<file path="config.mk">
export PLATFORM = sky130hd
export DESIGN_NAME = sar_sequencer
export DESIGN_NICKNAME = d
export VERILOG_FILES = /design/src/rtl/sar_sequencer.sv
export SDC_FILE = /design/constraint.sdc
export NUM_CORES = 1
export LEC_CHECK = 0
export BUFFER_PORTS_ARGS = -buffer_cell sky130_fd_sc_hd__clkbuf_2
export CAP_MARGIN = 15
export CORE_MARGIN = 2
export CORE_UTILIZATION = 53
export CTS_CLUSTER_DIAMETER = 120
export DETAILED_ROUTE_END_ITERATION = 7
export PLACE_DENSITY = 0.79
export SKIP_LAST_GASP = 1
export SLEW_MARGIN = 40
export SYNTH_ARGS = -nofsm -noshare
export SYNTH_HDL_FRONTEND = slang
export SYNTH_SLANG_ARGS = --single-unit
</file>
<file path="constraint.sdc">
create_clock -name clk -period 2.3 [get_ports clk]
set_input_delay 0 -clock clk [delete_from_list [all_inputs] [get_ports clk]]
set_output_delay 0 -clock clk [all_outputs]
set_load 0.005 [all_outputs]
</file>
<file path="src/rtl/sar_sequencer.sv">
module sar_sequencer #(
  parameter int NBITS  = 16,
  parameter int PERIOD = 200
) (
  input  logic             clk,
  input  logic             rst,
  input  logic             conv_req,
  input  logic             cmp_keep,
  input  logic             bipolar,
  output logic [NBITS-1:0] word,
  output logic [NBITS-1:0] alt_word,
  output logic             busy,
  output logic             bit_clk
);
  localparam int HALF = PERIOD / 2;
  localparam int CW   = (PERIOD > 1) ? $clog2(PERIOD) : 1;
  localparam int IW   = $clog2(NBITS + 1);
  localparam logic [NBITS-1:0] INIT_WORD = {1'b0, {(NBITS-1){1'b1}}};
  localparam logic [NBITS-1:0] TOP_BIT   = {1'b1, {(NBITS-1){1'b0}}};

  logic          conv_q;
  logic [CW-1:0] cnt;
  logic [IW-1:0] idx;
  logic [NBITS-1:0] trial_mask, next_mask;

  wire start_edge = conv_q & ~conv_req & ~busy;
  wire period_end = busy && (cnt == CW'(PERIOD - 1));
  wire last_period = (idx == IW'(NBITS));

  assign trial_mask = TOP_BIT >> idx;
  assign next_mask  = trial_mask >> 1;
  assign alt_word   = bipolar ? {~word[NBITS-1], word[NBITS-2:0]} : word;

  always_ff @(posedge clk) begin
    if (rst) begin
      conv_q  <= 1'b0;
      busy    <= 1'b0;
      bit_clk <= 1'b0;
      word    <= '1;
      cnt     <= '0;
      idx     <= '0;
    end else begin
      conv_q <= conv_req;
      if (start_edge) begin
        busy    <= 1'b1;
        bit_clk <= 1'b1;
        word    <= INIT_WORD;
        cnt     <= '0;
        idx     <= '0;
      end else if (period_end) begin
        cnt <= '0;
        if (last_period) begin
          busy    <= 1'b0;
          bit_clk <= 1'b0;
        end else begin
          idx     <= idx + 1'b1;
          bit_clk <= 1'b1;
          word    <= (word | (cmp_keep ? '0 : trial_mask)) & ~next_mask;
        end
      end else if (busy) begin
        cnt <= cnt + 1'b1;
        if (cnt == CW'(HALF - 1)) bit_clk <= 1'b0;
      end
    end
  end
endmodule

</file>
==> out/qor.txt <==
# hold bufs at CTS = 3
Register bit count reported by yosys = 32
Vias in the first global route = 1,140
Clk pwr share = 32.6%
Clk_lat worst skew = 330 ps
Critical-path maximum fanout = 8
Drt wl/cell = 13.89 um
Area Overhead vs Synth = 10.89%
Drt first pass iters = 4
Worst Reg-to-Reg Cells = 6
CTS clk-pin slew, worst paths = 100 ps
Comb pwr share = 5.1%
Placement Rows = 20
Crit end category = flop
Sw power = 0.2109 mW
Grt total ovfl = 0
Synthesized area per cell = 9.837 um^2
Net Sw Frac = 23.36%
WP data arrival = 2220 ps
Final #Nets = 208
Uppermost layer routed = met4
Met2 Wirelength = 1.544 mm
Minimum clock period = 1976 ps
Via Count = 1,299
RSZ-0062 raised after global routing = no
Dpl cells = 219
Final setup vio count = 0
Startpoint type of the worst setup path = flop
Sink Count = 32
Setup TNS Final = 0 ps
Sequential power share = 62.3%
Htree depth = 2
Die Y = 59.68 um
Deepest clock path buffer count = 2
Met3 routed WL = 192 um
Max Cap Violations = 0
Most common cell after layout, fill and taps aside = clkbuf_2
Leakage power = 0.6974 nW
Cell area after synthesis = 1643 um^2
Async set-reset flop share out of synthesis = 0%
Post-DP HPWL = 2.328 mm
Final Non-Filler Cells = 229
IO Pins = 39
Yosys warns = 0
Routed vias/inst = 5.672
Largest net degree at the start of global routing = 19
Initial antenna violation count = 0
Critical Path Start = cnt[0]
DR iter-0 viols = 56
Die W = 59.68 um
Fin. max-slew vios = 0
Residual DRC = 0
Fin. Hold Viols = 0
Commonest non-fill, non-tap cells in the layout = 38 x clkbuf_2, 32 x dfxtp_1, 20 x nor2_1
CTS tree = built
Final ANT Viol Nets = 0
Root buf cell = clkbuf_4
PwrDens = 495.4 nW/um^2
Worst Tran Pin Value = 520.2 ps
WP data required = 2550 ps
Reg-to-Reg End = word[9]
Int Power = 0.6917 mW
WL final = 3.181 mm
Status = complete, no violations
Initial Util = 54.71%
EDFF count, synth = 0
Final period utilization = 85.93%
Total global-route track usage = 19.18%
Setup bufs post-CTS = 0
Die area = 3561 um^2
Synth unique cells = 33
TritonCTS Buffers = 5
Layout cells sized above 1 = 29.59%
FF-to-FF Start = cnt[0]
Max_slew headroom = 65.17%
CORE AREA = 3003 um^2
CTS resizes = 0
Main flop type after synthesis = dfxtp_1
Global-route wire length before repair = 5.106 mm
Filler cell count = 269
Final RePlAce weighted congestion = 0.8523
Post-synthesis sequential area ratio = 38.99%
Cells after Synth = 167
Port Buffers = 38
Synth Net Count = 179
Worst Setup Path Type = reg2reg
Worst reg-to-reg setup slack = 320 ps
M1 WL = 1.385 mm
Maximum vdd ir drop = 334.0 uV
Hold Crit Class = in2reg
Worst Clk Skew = 11.07 ps
Maximum clock rate = 0.5060 GHz
Worst Setup EP = word[9]
# diodes = 0
[cell type report]
type	count	area, um^2	share of cell area, %
repair buffers	45	250.2	13.74
multi-input cells	107	824.5	45.26
well taps	33	41.29	2.266
clock buffers	6	41.29	2.266
inverters	5	18.77	1.030
flip-flops and latches	32	640.6	35.16
clock inverters	1	5.005	0.2747
[metal layers]
metal | vias to the layer above | GRT usage [%]
met5 | - | 0
met2 | 48 | 31.99
li1 | 639 | -
met4 | 0 | 8.571
met1 | 603 | 22.64
met3 | 9 | 5.628
[state kept, by name (all words and copies together) (netlist names)]
register,count
word,16
busy,1
bit_clk,1
idx,5
cnt,8
conv_q,1
[Yosys cell counts, types with 3 or more instances]
library cell   n  share of area, %
dfxtp_1       32                39
nor2_1        20               4.6
buf_4         18               8.2
a21oi_1       13               4.0
a211oi_1      10               4.6
ha_1           7               5.3
xnor2_1        7               3.7
a311oi_1       6               3.2
a31oi_1        6               2.3
nand2_1        6               1.4
inv_1          5               1.1
buf_2          4               1.2
xor2_1         4               2.1
nand4_1        3               1.1
nor2b_1        3               1.1
[worst min-delay path by stage]
stage                         from      endpoint  slack, ps  depth (start not counted)
final                     cmp_keep      word[15]        200                          5
after global routing      cmp_keep      word[15]        230                          5
after CTS                 cmp_keep      word[15]        210                          5
after detailed placement       rst        conv_q        230                          2
after global placement         rst        conv_q        210                          2
after floorplan            bipolar  alt_word[15]         50                          1
[per-stage QoR]
step                      utilization [%]  power (mW)  hold WS, ps  setup slack, ps  instance area (um^2)
after floorplan                         -      0.6048        51.40            598.4                  1643
after global placement              58.13      0.6160        213.1            462.7                  1745
after detailed placement            58.13      0.6174        227.2            366.6                  1745
after CTS                           60.67      0.9083        209.7            325.0                  1822
after global routing                60.67      0.9301        229.6            163.7                  1822
final                               60.67      0.9026        204.5            323.7                  1822
[logic make-up after synthesis]
kind of cell / after synthesis / synth area share, %
XOR/XNOR: 11 / 5.864
flip-flops: 32 / 38.99
AO/OA/AOI/OAI: 38 / 16.15
adder cells (fa/ha/maj): 7 / 5.331
AND/OR/NAND/NOR: 49 / 21.63
multiplexers: 2 / 1.219
buffers and inverters: 28 / 10.81
[critical path, cell delays in order (launching register included)]
cell and delay, ps:
dfxtp_1 400, ha_1 230, nand4bb_1 190, buf_4 220, nor4b_4 510, a311oi_1 170
a31oi_1 170
[power groups by stage]
stage               sequential [mW]  clock [mW]  combinational [mW]
floorplan                     0.575           0              0.0299
global placement              0.575           0              0.0409
detailed placement            0.575           0              0.0422
CTS                           0.562       0.300              0.0460
global route                  0.563       0.316              0.0511
finish                        0.563       0.294              0.0458
(Power assumes the default switching activity.)
